==> src/rtl/pt_array_pkg.sv <==
package pt_array_pkg;
  typedef enum logic [1:0] {
    LIT_OFF  = 2'b00,
    LIT_POS  = 2'b01,
    LIT_NEG  = 2'b10,
    LIT_KILL = 2'b11
  } lit_fuse_e;
endpackage

==> src/rtl/pt_cfg_chain.sv <==
module pt_cfg_chain #(
  parameter int W = 360
) (
  input  logic         clk_i,
  input  logic         rst_ni,
  input  logic         en_i,
  input  logic         din_i,
  output logic [W-1:0] cfg_o
);
  always_ff @(posedge clk_i or negedge rst_ni) begin
    if (!rst_ni)   cfg_o <= '0;
    else if (en_i) cfg_o <= {din_i, cfg_o[W-1:1]};
  end

  p_shift_r1: assert property (@(posedge clk_i) disable iff (!rst_ni)
    en_i |=> (cfg_o[W-1] == $past(din_i)) && (cfg_o[W-2:0] == $past(cfg_o[W-1:1])));
  p_hold_r1: assert property (@(posedge clk_i) disable iff (!rst_ni)
    !en_i |=> $stable(cfg_o));
endmodule

==> src/rtl/pt_term.sv <==
module pt_term
  import pt_array_pkg::*;
#(
  parameter int N_LIT = 8
) (
  input  logic [2*N_LIT-1:0] fuse_i,
  input  logic [N_LIT-1:0]   lit_i,
  output logic               term_o
);
  always_comb begin
    term_o = 1'b1;
    for (int j = 0; j < N_LIT; j++) begin
      case (lit_fuse_e'(fuse_i[2*j +: 2]))
        LIT_POS:  term_o = term_o & lit_i[j];
        LIT_NEG:  term_o = term_o & ~lit_i[j];
        LIT_KILL: term_o = 1'b0;
        default:  ;
      endcase
    end
  end
endmodule

==> src/rtl/pt_macrocell.sv <==
module pt_macrocell #(
  parameter int N_LIT  = 12,
  parameter int N_TERM = 3
) (
  input  logic                      clk_i,
  input  logic                      rst_ni,
  input  logic [N_TERM*2*N_LIT-1:0] fuse_i,
  input  logic                      inv_i,
  input  logic                      byp_i,
  input  logic [N_LIT-1:0]          lit_i,
  output logic                      out_o
);
  localparam int TW = 2 * N_LIT;

  logic [N_TERM-1:0] term;
  logic              comb;
  logic              q;

  for (genvar t = 0; t < N_TERM; t++) begin : g_term
    pt_term #(.N_LIT(N_LIT)) u_term (
      .fuse_i(fuse_i[t*TW +: TW]),
      .lit_i (lit_i),
      .term_o(term[t])
    );
  end

  assign comb = (|term) ^ inv_i;

  always_ff @(posedge clk_i or negedge rst_ni) begin
    if (!rst_ni) q <= 1'b0;
    else         q <= comb;
  end

  assign out_o = byp_i ? comb : q;

  function automatic logic any_kill(input logic [TW-1:0] f);
    any_kill = 1'b0;
    for (int j = 0; j < N_LIT; j++)
      if (f[2*j +: 2] == 2'b11) any_kill = 1'b1;
  endfunction

  for (genvar t = 0; t < N_TERM; t++) begin : g_chk
    p_kill_r2: assert property (@(posedge clk_i) disable iff (!rst_ni)
      any_kill(fuse_i[t*TW +: TW]) |-> !term[t]);
    p_empty_r3: assert property (@(posedge clk_i) disable iff (!rst_ni)
      (fuse_i[t*TW +: TW] == '0) |-> term[t]);
  end

  p_reg_r7: assert property (@(posedge clk_i) disable iff (!rst_ni)
    (!byp_i && $past(rst_ni)) |-> (out_o == $past((|term) ^ inv_i)));
endmodule

==> src/rtl/pt_macro_array.sv <==
module pt_macro_array #(
  parameter int N_IN   = 8,
  parameter int N_MC   = 4,
  parameter int N_EXP  = 4,
  parameter int N_TERM = 3
) (
  input  logic            clk_i,
  input  logic            rst_ni,
  input  logic            cfg_en_i,
  input  logic            cfg_din_i,
  input  logic [N_IN-1:0] in_i,
  output logic [N_MC-1:0] out_o
);
  localparam int N_LIT    = N_IN + N_EXP;
  localparam int EXP_FW   = 2 * N_IN;
  localparam int EXP_BITS = N_EXP * EXP_FW;
  localparam int MC_FW    = N_TERM * 2 * N_LIT;
  localparam int MC_BITS  = MC_FW + 2;
  localparam int CFG_W    = EXP_BITS + N_MC * MC_BITS;

  logic [CFG_W-1:0] cfg;
  logic [N_EXP-1:0] exp_term;
  logic [N_EXP-1:0] exp_n;
  logic [N_LIT-1:0] lit_all;

  pt_cfg_chain #(.W(CFG_W)) u_chain (
    .clk_i (clk_i),
    .rst_ni(rst_ni),
    .en_i  (cfg_en_i),
    .din_i (cfg_din_i),
    .cfg_o (cfg)
  );

  // first pass: expanders see the primary inputs only
  for (genvar e = 0; e < N_EXP; e++) begin : g_exp
    pt_term #(.N_LIT(N_IN)) u_exp (
      .fuse_i(cfg[e*EXP_FW +: EXP_FW]),
      .lit_i (in_i),
      .term_o(exp_term[e])
    );
    assign exp_n[e] = ~exp_term[e];

    p_exp_idle_r5: assert property (@(posedge clk_i) disable iff (!rst_ni)
      (cfg[e*EXP_FW +: EXP_FW] == '0) |-> !exp_n[e]);
  end

  assign lit_all = {exp_n, in_i};

  // second pass: macrocell terms see inputs and inverted expanders
  for (genvar m = 0; m < N_MC; m++) begin : g_mc
    localparam int BASE = EXP_BITS + m * MC_BITS;
    pt_macrocell #(.N_LIT(N_LIT), .N_TERM(N_TERM)) u_mc (
      .clk_i (clk_i),
      .rst_ni(rst_ni),
      .fuse_i(cfg[BASE +: MC_FW]),
      .inv_i (cfg[BASE + MC_FW]),
      .byp_i (cfg[BASE + MC_FW + 1]),
      .lit_i (lit_all),
      .out_o (out_o[m])
    );
  end
endmodule

==> config.mk <==
export PLATFORM = sky130hd
export DESIGN_NAME = pt_macro_array
export DESIGN_NICKNAME = d
export VERILOG_FILES = /design/src/rtl/pt_array_pkg.sv /design/src/rtl/pt_cfg_chain.sv /design/src/rtl/pt_term.sv /design/src/rtl/pt_macrocell.sv /design/src/rtl/pt_macro_array.sv
export SDC_FILE = /design/constraint.sdc
export NUM_CORES = 1
export LEC_CHECK = 0
export BUFFER_PORTS_ARGS = -buffer_cell sky130_fd_sc_hd__buf_2
export CAP_MARGIN = 20
export CORE_MARGIN = 4
export CORE_UTILIZATION = 44
export CTS_BUF_LIST = sky130_fd_sc_hd__clkbuf_16
export DETAILED_ROUTE_END_ITERATION = 10
export SYNTH_ARGS = -nofsm -noshare
export SYNTH_HDL_FRONTEND = slang
export SYNTH_SLANG_ARGS = --single-unit
export TNS_END_PERCENT = 20
==> constraint.sdc <==
create_clock -name clk_i -period 8.5 [get_ports clk_i]
set_clock_uncertainty 0.15 [all_clocks]
set_input_delay 0 -clock clk_i [delete_from_list [all_inputs] [get_ports clk_i]]
set_output_delay 0 -clock clk_i [all_outputs]
set_load 0.02 [all_outputs]
==> results of run 1 <==
sequential cells by signal, summed over array words and instances (netlist names):
register       count
g_mc.u_mc.q        4
u_chain.cfg_o    360
routing by layer:
| metal | part of all wire (%) | track usage, % |
|---|---|---|
| met1 | 50 | 24.8 |
| met2 | 45 | 27.9 |
| met3 | 3.2 | 3.04 |
| met4 | 1.9 | 3.87 |
| met5 | 0 | 0 |
through the flow:
stage               utilization (%)  power (mW)  worst slack, ns  instances  hold WS [ns]
finish                         48.4        5.62             4.12       2911         0.291
global route                   48.4        6.08             3.90       2911         0.317
CTS                            48.3        5.71             4.06       2909         0.281
detailed placement             45.6        4.02             4.64       2832       -0.0393
global placement               45.6        3.95             4.69       2832       -0.0489
floorplan                         -        3.51             5.50       2301        -0.446
cell usage in the layout (no fill, tap or decap), types with 13 or more instances in the layout:
master     netlist  layout
inv_1          325     337
nor4_1          31      31
o31ai_1         13      13
or3_1           37      37
mux2_2          39      39
a21oi_1        119     119
a31oi_1         29      29
clkbuf_16        0      43
nor3_1          14      14
dfrtp_1        364     364
ha_1           320     320
o21ai_0        363     363
nand2_1        343     343
xor2_1         111     111
buf_2           11      13
kinds of logic (layout without fill, tap and decap cells):
logic type	Yosys count	in the layout	share of synthesized area [%]
adders and majority gates	320	320	18.7
DFF	364	364	42.7
buffers and inverters	436	431	7.97
and+or+nand+nor	471	471	9.86
xor gates and xnor gates	112	112	4.63
AOI/OAI and AO/OA	555	555	13.9
muxes	43	43	2.24
power by group:
| part | switching, mW | internal, mW |
|---|---|---|
| sequential | 0.220 | 2.06 |
| clock | 0.727 | 0.908 |
| combinational | 1.06 | 0.651 |
worst max-delay path: cells and delay by family, from the launching register on:
kind / cells / cell delay, ns
xor gates and xnor gates: 1 / 0.14
and+or+nand+nor: 2 / 1.44
DFF: 1 / 0.38
buffers and inverters: 2 / 0.36
AOI/OAI and AO/OA: 5 / 1.18
adders and majority gates: 1 / 0.17
worst paths after layout:
path / from / endpoint
worst max register to register: u_chain.cfg_o[18]$_DFFE_PN0P_ / g_mc[1].u_mc.q$_DFF_PN0_
max in group asynchronous: rst_ni / u_chain.cfg_o[135]$_DFFE_PN0P_
min in group clk_i: u_chain.cfg_o[174]$_DFFE_PN0P_ / u_chain.cfg_o[173]$_DFFE_PN0P_
worst min-delay path: rst_ni / u_chain.cfg_o[335]$_DFFE_PN0P_
worst min register to register: u_chain.cfg_o[174]$_DFFE_PN0P_ / u_chain.cfg_o[173]$_DFFE_PN0P_
worst max-delay path: u_chain.cfg_o[18]$_DFFE_PN0P_ / out_o[2]
final cells by class:
cell class	count	area [sq um]
Inverter	325	1220
Sequential cell	364	9110
Clock inverter	28	124
Multi-Input combinational cell	1501	10500
Clock buffer	43	1080
Timing Repair Buffer	35	318
Tap cell	615	769
Fill cell	4443	24700
what timing repair did:
action | in CTS | in global routing
hold buffers | 6 | 0
endpoints found under the hold margin | 176 | 0
gates resized for setup | 0 | 0
setup endpoints to repair | 0 | 0
==> qor.yml, run 1 <==
power_and_ir_drop:
  powerDensity_mw_per_mm2: 243
  ir_drop_uv: 165
  p_leak_nw: 10.9
cts:
  clkSinkCount: 364
  postCtsSetupBuffers: 0
  cts.clk_slew.worst_paths_ns: 0.06
  cts_buffer_depth: 3
  cts_buffers: 42
  htree_levels: 2
  cts_tree: "built"
  cts_root_buf: "clkbuf_16"
  clk_latency_ns: 0.56
sta:
  tightestPinTransition_ns: 1.16
  period_share_pct: 51.6
  slew_violations: 0
  setup_violations: 0
  rsz0062_at_grt: "no"
  hold_viol: 0
  period_needed_ns: 4.38
  max_slew_margin_pct: 21.9
  finalSetupTns_ns: 0
  max_clock_freq_ghz: 0.228
drt:
  drcViolationCount: 0
  detail-route-antenna-nets: 0
  vias: 14700
  dr.pass1.iters: 5
  route.final.wire_length_mm: 44.8
  wl_per_cell_um: 15.4
  routed_via_density: 5.06
  initialDrtViolationCount: 833
placed_design:
  portBuffers: 15
  place.gp.congestion: 0.751
  dpl.hpwl_mm: 28.3
  dpl-instance-area_sq_mm: 0.0218
floorplan:
  pin_count: 16
  dieArea_sq_mm: 0.0521
  num_rows: 80
  coreArea_sq_mm: 0.0478
  initial_utilization_pct: 44.6
  die_h_um: 228
  die_w_um: 228
global_routing:
  grt_pass1_wl_mm: 75.1
  grt_max_degree: 159
  gr-usage-all-layers_pct: 17.4
  gr-total-overflow: 0
  grt_pass1_vias: 14800
  antenna_found_initial: 0
worst_setup_path:
  worstSetupPathType: "reg2out"
  critPathMaxFanout: 23
  crit_path_max_incr_delay_ns: 0.94
  required_ns: 8.35
  slowest_stage: "or4_1"
  cp.arrival_ns: 4.23
  critPathCaptureType: "primary output"
  r2r_slack_ns: 5.08
  crit_chain: "inv_1, ha_1, xor2_1, a21oi_1, or4_1, or3_1, a31o_1, o2111a_1, o31a_1, o31ai_1, buf_2"
  r2r_cells: 10
  crit_path_start_kind: "register"
synth:
  synth-seq-cells: 364
  synth_top_area_share_pct: 42.7
  yosysWarnings: 0
  avgSynthCellArea_sq_um: 9.28
  synth_cell_type_count: 37
  synthTopCellsByCount: "dfrtp_1 (364), o21ai_0 (363), nand2_1 (343), inv_1 (325), ha_1 (320)"
  synth_cells: 2301
  synth_area_leaders: "dfrtp_1 (43%), ha_1 (19%), o21ai_0 (8.5%)"
  synth_ff_type: "dfrtp_1"
  synth-edff-count: 0
  synth.most_common_cell: "dfrtp_1"
  async_reset_ff_share_pct: 100
  yosysSeqAreaShare_pct: 42.7
  synth.cell_area_sq_mm: 0.0214
  post-synth-top-area-cell: "dfrtp_1"
  syn_nets: 2633
cells_and_area:
  drive_gt1_share_pct: 5.75
  final_cell_area_sq_mm: 0.0232
  nNetsFinal: 2601
  n_antenna_cell: 0
  area_delta_synth_final_pct: 8.45
flow_run:
  max-cap-violations: 0
status:
  status: "finished clean"
worst_hold_path:
  hp-class: "in2async"
Note: power is estimated with default switching activity, not from simulation.
==> inputs of run 2 (changes only) <==
==> constraint.sdc (replaced) <==
create_clock -name clk_i -period 4.3 [get_ports clk_i]
set_clock_uncertainty 0.15 [all_clocks]
set_input_delay 0 -clock clk_i [delete_from_list [all_inputs] [get_ports clk_i]]
set_output_delay 0 -clock clk_i [all_outputs]
set_load 0.02 [all_outputs]
==> run 2 against run 1 <==
Compared with the run above: sequential power is 97% higher; total power is 110% higher; non-clock buffer count is 28 higher; global-route usage is 0.22 points higher; critical path type unchanged; first-iteration DRC count is 4.3% lower.
==> qor.yml, run 2 (synthesis results as in run 1) <==
cts:
  cts.clk_slew.worst_paths_ns: 0.06  # about the same
  postCtsSetupBuffers: 0  # unchanged
  cts_buffers: 42  # unchanged
  cts_tree: "built"  # unchanged
  htree_levels: 2  # unchanged
  cts_buffer_depth: 3  # unchanged
  clk_latency_ns: 0.55  # was 0.56 ns
  cts_root_buf: "clkbuf_16"  # unchanged
  clkSinkCount: 364  # unchanged
placed_design:
  dpl.hpwl_mm: 31.3  # was 28.3 mm
  dp_slack_ns: 0.267  # was 4.64 ns
  place.gp.congestion: 0.818  # was 0.751
  portBuffers: 15  # unchanged
worst_setup_path:
  r2r_cells: 10  # unchanged
  r2r-end: "g_mc[2].u_mc.q$_DFF_PN0_"  # was g_mc[1].u_mc.q$_DFF_PN0_
  worstSetupPathType: "reg2out"  # unchanged
  r2r_start: "u_chain.cfg_o[216]$_DFFE_PN0P_"  # was u_chain.cfg_o[18]$_DFFE_PN0P_
  critPathMaxFanout: 3  # was 23
  critPathCaptureType: "primary output"  # unchanged
  crit_path_start_kind: "register"  # unchanged
  crit_end: "out_o[2]"  # unchanged
  startpoint: "u_chain.cfg_o[216]$_DFFE_PN0P_"  # was u_chain.cfg_o[18]$_DFFE_PN0P_
  required_ns: 4.15  # was 8.35 ns
  cp.arrival_ns: 3.99  # was 4.23 ns
  r2r_slack_ns: 0.98  # was 5.08 ns
drt:
  route.final.wire_length_mm: 45.4  # was 44.8 mm
  vias: 14900  # was 14700
  dr.pass1.iters: 8  # was 5
  routed_via_density: 5.04  # was 5.06
  drcViolationCount: 0  # unchanged
  detail-route-antenna-nets: 0  # unchanged
  initialDrtViolationCount: 797  # was 833
  wl_per_cell_um: 15.4  # about the same
cells_and_area:
  n_antenna_cell: 0  # unchanged
  top_register: "u_chain.cfg_o"  # unchanged
  multi_input_area_sq_mm: 0.0106  # was 0.0105 sq mm
  drive_gt1_share_pct: 7.76  # was 5.75%
  fin_util_pct: 49.6  # was 48.4%
  largest_reg_flops: 360  # unchanged
  top_regs: "u_chain.cfg_o: 360 flops, g_mc.u_mc.q: 4 flops"  # unchanged
  nFillCells: 4448  # was 4443
  final_common_cell: "dfrtp_1"  # unchanged
  nNetsFinal: 2629  # was 2601
  mostFrequentLayoutCells: "dfrtp_1 (364), o21ai_0 (363), nand2_1 (343)"  # unchanged
  regArea_sq_mm: 0.00911  # unchanged
  area_delta_synth_final_pct: 11.0  # was 8.45%
sta:
  slew_violations: 0  # unchanged
  max_slew_margin_pct: 49.4  # was 21.9%
  hold_viol: 0  # unchanged
  tightestPinTransition_ns: 0.759  # was 1.16 ns
  hold_ws_ns: 0.322  # was 0.291 ns
  worst_slack_ns: 0.164  # was 4.12 ns
  period_needed_ns: 4.14
  max_clock_freq_ghz: 0.242
  setup_violations: 0  # unchanged
  rsz0062_at_grt: "yes"  # was no
  period_share_pct: 96.2
power_and_ir_drop:
  powerDensity_mw_per_mm2: 495  # was 243 mW/mm^2
  power.total_mw: 11.7  # was 5.62 mW
  switching_share_pct: 34.0  # was 35.7%
  ir_drop_uv: 263  # was 165 uV
  clockPowerShare_pct: 32.0  # was 29.1%
  p_sw_mw: 4.00  # was 2.01 mW
  seqPwrFrac_pct: 38.3  # was 40.5%
  p_int_mw: 7.75  # was 3.62 mW
  combPwrFrac_pct: 29.7  # was 30.4%
  p_leak_nw: 11.1  # was 10.9 nW
status:
  status: "finished clean"  # unchanged
floorplan:
  pin_count: 16  # unchanged
  initial_utilization_pct: 44.6  # unchanged
  dieArea_sq_mm: 0.0521  # unchanged
  num_rows: 80  # unchanged
  die_w_um: 228  # unchanged
  die_h_um: 228  # unchanged
  coreArea_sq_mm: 0.0478  # unchanged
flow_run:
  max-cap-violations: 0  # unchanged
worst_hold_path:
  hp-class: "reg2reg"  # was in2async
global_routing:
  grt_pass1_wl_mm: 75.8  # was 75.1 mm
  antenna_found_initial: 0  # unchanged
  gr-total-overflow: 0  # unchanged
  gr-usage-all-layers_pct: 17.6  # was 17.4%
  grt_max_degree: 143  # was 159
  grt_pass1_vias: 14900  # was 14800
run 2: changes by cell type in the layout (fill, tap and decap cells not counted), sizes merged:
cell / delta
buf: +27
bufinv: +7
clkbuf: +2
clkinv: +6
dlygate4sd3: +1
inv: -8
run 2: layout make-up:
type / instances / area share, %
Clock buffer: 45 / 4.75
Tap cell: 615 / 3.25
Inverter: 325 / 5.15
Clock inverter: 33 / 1.37
Timing Repair Buffer: 63 / 2.35
Multi-Input combinational cell: 1501 / 44.7
Sequential cell: 364 / 38.4
run 2: metrics by stage:
| stage | std cells | cell area (sq um) | TNS, ns |
|---|---|---|---|
| final | 2946 | 23700 | 0 |
| after global routing | 2946 | 23700 | -0.0133 |
| after CTS | 2946 | 23700 | 0 |
| after detailed placement | 2861 | 22100 | 0 |
| after global placement | 2861 | 22100 | 0 |
| after floorplan | 2301 | 21400 | 0 |
run 2: worst max-delay path, stage by stage, from the launching register on:
cell and delay, ns:
dfrtp_1 0.38, inv_1 0.10, ha_1 0.34, xor2_2 0.33
a21oi_1 0.14, or4_1 0.54, nor4_2 0.52, o31ai_1 0.19
nor4_2 0.23, nor4_1 0.12, o31ai_2 0.31, buf_2 0.23
run 2: worst min path at each step:
stage	start	to	slack (ns)	depth (start not counted)
after floorplan	rst_ni	g_mc[0].u_mc.q$_DFF_PN0_	-0.45	0
after global placement	rst_ni	u_chain.cfg_o[196]$_DFFE_PN0P_	-0.07	1
after detailed placement	rst_ni	u_chain.cfg_o[195]$_DFFE_PN0P_	-0.07	1
after CTS	u_chain.cfg_o[174]$_DFFE_PN0P_	u_chain.cfg_o[173]$_DFFE_PN0P_	0.33	2
after global routing	u_chain.cfg_o[178]$_DFFE_PN0P_	u_chain.cfg_o[177]$_DFFE_PN0P_	0.35	2
final	u_chain.cfg_o[178]$_DFFE_PN0P_	u_chain.cfg_o[177]$_DFFE_PN0P_	0.32	2
run 2: timing repair:
| action | 4_1_cts | 5_1_grt |
|---|---|---|
| endpoints found under the setup margin | 2 | 3 |
| hold endpoints to repair | 241 | 0 |
| resized for setup | 8 | 4 |
| hold buffers | 7 | 0 |
run 2: power groups by stage:
| stage | clock network, mW | logic (mW) | registers [mW] |
|---|---|---|---|
| 2_1_floorplan | 0 | 2.51 | 4.43 |
| 3_3_place_gp | 0 | 3.32 | 4.52 |
| 3_5_place_dp | 0 | 3.46 | 4.55 |
| 4_1_cts | 3.87 | 3.52 | 4.50 |
| 5_1_grt | 4.03 | 4.05 | 4.59 |
| 6_report | 3.76 | 3.49 | 4.49 |
run 2: routing by layer:
layer	up-vias	global-route usage (%)	wire, um
met4	0	5.20	1200
met3	75	2.44	1320
met1	7122	24.4	21800
li1	7527	-	-
met2	132	29.0	21000
met5	-	0	0
==> inputs of run 3 (changes only) <==
--- a/config.mk
+++ b/config.mk
@@ -5,12 +5,14 @@
 export SDC_FILE = /design/constraint.sdc
 export NUM_CORES = 1
 export LEC_CHECK = 0
+export ABC_AREA = 1
 export BUFFER_PORTS_ARGS = -buffer_cell sky130_fd_sc_hd__buf_2
 export CAP_MARGIN = 20
 export CORE_MARGIN = 4
 export CORE_UTILIZATION = 44
 export CTS_BUF_LIST = sky130_fd_sc_hd__clkbuf_16
 export DETAILED_ROUTE_END_ITERATION = 10
+export PLACE_DENSITY = 0.59
 export SYNTH_ARGS = -nofsm -noshare
 export SYNTH_HDL_FRONTEND = slang
 export SYNTH_SLANG_ARGS = --single-unit
==> run 3 against run 2 <==
Compared with the run above: sequential power fell by 3%; cell count increased by 16%; hold slack lost 0.27 ns; area after synthesis grew 4.1%; design area grew 2.4%; worst setup slack better by 0.43 ns; critical path depth rose by 7; fmax rose by 12%.
==> qor.yml, run 3 <==
status:
  status: "finished clean"  # unchanged
floorplan:
  die_w_um: 233  # was 228 um
  dieArea_sq_mm: 0.0542  # was 0.0521 sq mm
  die_h_um: 233  # was 228 um
  coreArea_sq_mm: 0.0501  # was 0.0478 sq mm
  initial_utilization_pct: 44.4  # was 44.6%
  pin_count: 16  # unchanged
  num_rows: 82  # was 80
sta:
  tightestPinTransition_ns: 0.922  # was 0.759 ns
  setup_violations: 0  # unchanged
  max_clock_freq_ghz: 0.270  # was 0.242 GHz
  period_needed_ns: 3.70  # was 4.14 ns
  max_slew_margin_pct: 38.5  # was 49.4%
  slew_violations: 0  # unchanged
  worst_slack_ns: 0.596  # was 0.164 ns
  rsz0062_at_grt: "no"  # was yes
  hold_ws_ns: 0.0506  # was 0.322 ns
  period_share_pct: 86.1  # was 96.2%
  finalSetupTns_ns: 0  # unchanged
  hold_viol: 0  # unchanged
drt:
  detail-route-antenna-nets: 0  # unchanged
  wl_per_cell_um: 14.3  # was 15.4 um
  drcViolationCount: 0  # unchanged
  routed_via_density: 4.84  # was 5.04
  initialDrtViolationCount: 991  # was 797
  dr.pass1.iters: 5  # was 8
  vias: 16500  # was 14900
  route.final.wire_length_mm: 48.7  # was 45.4 mm
cts:
  cts_root_buf: "clkbuf_16"  # unchanged
  htree_levels: 2  # unchanged
  cts_buffer_depth: 3  # unchanged
  cts_tree: "built"  # unchanged
  clk_latency_ns: 0.56  # was 0.55 ns
  cts_buffers: 43  # was 42
  clkSinkCount: 364  # unchanged
  cts.clk_slew.worst_paths_ns: 0.06  # about the same
  postCtsSetupBuffers: 0  # unchanged
synth:
  synth_ff_type: "dfrtp_1"  # unchanged
  synth_top_area_share_pct: 41.0  # was 42.7%
  synth-seq-cells: 364  # unchanged
  synth-edff-count: 0  # unchanged
  syn_nets: 3073  # was 2633
  synth_area_leaders: "dfrtp_1 (41%), ha_1 (18%), nand2_1 (12%)"  # was dfrtp_1 (43%), ha_1 (19%), o21ai_0 (8.5%)
  synth_cells: 2741  # was 2301
  async_reset_ff_share_pct: 100  # unchanged
  yosysSeqAreaShare_pct: 41.0  # was 42.7%
  synth.cell_area_sq_mm: 0.0222  # was 0.0214 sq mm
  avgSynthCellArea_sq_um: 8.11  # was 9.28 sq um
  yosysWarnings: 0  # unchanged
  post-synth-top-area-cell: "dfrtp_1"  # unchanged
  synth_cell_type_count: 26  # was 37
  synthTopCellsByCount: "nand2_1 (713), inv_1 (439), dfrtp_1 (364), o21ai_0 (361), ha_1 (320)"  # was dfrtp_1 (364), o21ai_0 (363), nand2_1 (343), inv_1 (325), ha_1 (320)
  synth.most_common_cell: "nand2_1"  # was dfrtp_1
cells_and_area:
  nFillCells: 4919  # was 4448
  n_antenna_cell: 0  # unchanged
  drive_gt1_share_pct: 5.65  # was 7.76%
  largest_reg_flops: 360  # unchanged
  final_cell_count_no_fill: 3416  # was 2946
  fin_util_pct: 48.5  # was 49.6%
  mostFrequentLayoutCells: "nand2_1 (713), inv_1 (452), dfrtp_1 (364)"  # was dfrtp_1 (364), o21ai_0 (363), nand2_1 (343)
  top_register: "u_chain.cfg_o"  # unchanged
  nNetsFinal: 3043  # was 2629
  multi_input_area_sq_mm: 0.0109  # was 0.0106 sq mm
  top_regs: "u_chain.cfg_o: 360 flops, g_mc.u_mc.q: 4 flops"  # unchanged
  regArea_sq_mm: 0.00911  # unchanged
  final_cell_area_sq_mm: 0.0243  # was 0.0237 sq mm
  final_common_cell: "nand2_1"  # was dfrtp_1
  area_delta_synth_final_pct: 9.22  # was 11.0%
power_and_ir_drop:
  powerDensity_mw_per_mm2: 451  # was 495 mW/mm^2
  p_leak_nw: 11.8  # was 11.1 nW
  power.total_mw: 11.0  # was 11.7 mW
  ir_drop_uv: 282  # was 263 uV
worst_setup_path:
  worstSetupPathType: "reg2out"  # unchanged
  required_ns: 4.15  # about the same
  cp.arrival_ns: 3.55  # was 3.99 ns
  crit_path_start_kind: "register"  # unchanged
  critPathMaxFanout: 13  # was 3
  critPathCaptureType: "primary output"  # unchanged
global_routing:
  gr-usage-all-layers_pct: 18.5  # was 17.6%
  grt_pass1_wl_mm: 82.0  # was 75.8 mm
  gr-total-overflow: 0  # unchanged
  antenna_found_initial: 0  # unchanged
  grt_pass1_vias: 16600  # was 14900
  grt_max_degree: 171  # was 143
placed_design:
  dp_cells: 3333  # was 2861
  dpl.hpwl_mm: 33.0  # was 31.3 mm
  place.gp.congestion: 0.773  # was 0.818
  portBuffers: 15  # unchanged
  dp_slack_ns: 1.11  # was 0.267 ns
  dpl-instance-area_sq_mm: 0.0229  # was 0.0221 sq mm
worst_hold_path:
  hp-class: "in2reg"  # was reg2reg
flow_run:
  max-cap-violations: 0  # unchanged
==> run 3: cell type report <==
cell class	instances	share of cell area (%)
Tap cell	672	3.46
Inverter	442	6.83
Sequential cell	364	37.5
Timing Repair Buffer	43	1.62
Clock inverter	33	0.958
Multi-Input combinational cell	1817	45.0
Clock buffer	45	4.64
==> run 3: what timing repair did <==
item,in CTS,in global routing
resized for setup,0,0
endpoints found under the hold margin,183,0
hold buffers,5,0
endpoints found under the setup margin,0,0
==> run 3: final timing paths <==
check	to	cells after the start	from	slack (ns)
max	out_o[0]	18	u_chain.cfg_o[11]$_DFFE_PN0P_	0.60
min	u_chain.cfg_o[359]$_DFFE_PN0P_	4	cfg_din_i	0.05
max reg2reg	g_mc[0].u_mc.q$_DFF_PN0_	16	u_chain.cfg_o[11]$_DFFE_PN0P_	1.22
min reg2reg	u_chain.cfg_o[233]$_DFFE_PN0P_	2	u_chain.cfg_o[234]$_DFFE_PN0P_	0.32
max in group asynchronous	u_chain.cfg_o[92]$_DFFE_PN0P_	4	rst_ni	1.86
min in group asynchronous	u_chain.cfg_o[124]$_DFFE_PN0P_	3	rst_ni	0.46
==> run 3: power breakdown <==
group          switching (mW)  internal, mW  leakage (nW)  total, mW
clock                    1.45          2.11         0.712       3.56
sequential              0.368          3.98          4.74       4.35
combinational            1.87          1.18          6.35       3.05
==> run 3: worst max-delay path, cell delays in order (launching register included) <==
cell      delay, ns
dfrtp_1        0.37
inv_1          0.06
ha_1           0.27
nand2_1        0.05
o21bai_1       0.14
nand2_1        0.10
nor2_2         0.58
nand2_2        0.36
nand2_1        0.15
nand3_1        0.08
nand2_1        0.06
nand2_1        0.08
nor2_1         0.12
nand2_1        0.08
nand3_1        0.08
nand2_1        0.06
nand3_1        0.09
nand2_1        0.07
buf_2          0.17
==> run 3: layer usage <==
metal  up-vias  GRT usage [%]  wire (um)
met5         -              0          0
met4         0           7.58       2010
met3        88           2.46       1310
met2       155           31.4      22900
met1      7768           23.9      22500
li1       8533              -          -
==> run 3: cells by family (layout without fill, tap and decap cells) <==
group	count (synthesis)	count (layout)	synth area share, %
flip-flops	364	364	41.0
buffers and inverters	560	563	9.90
adder cells (fa/ha/maj)	320	320	18.0
AND/OR/NAND/NOR	997	997	18.5
AO/OA/AOI/OAI	500	500	12.6
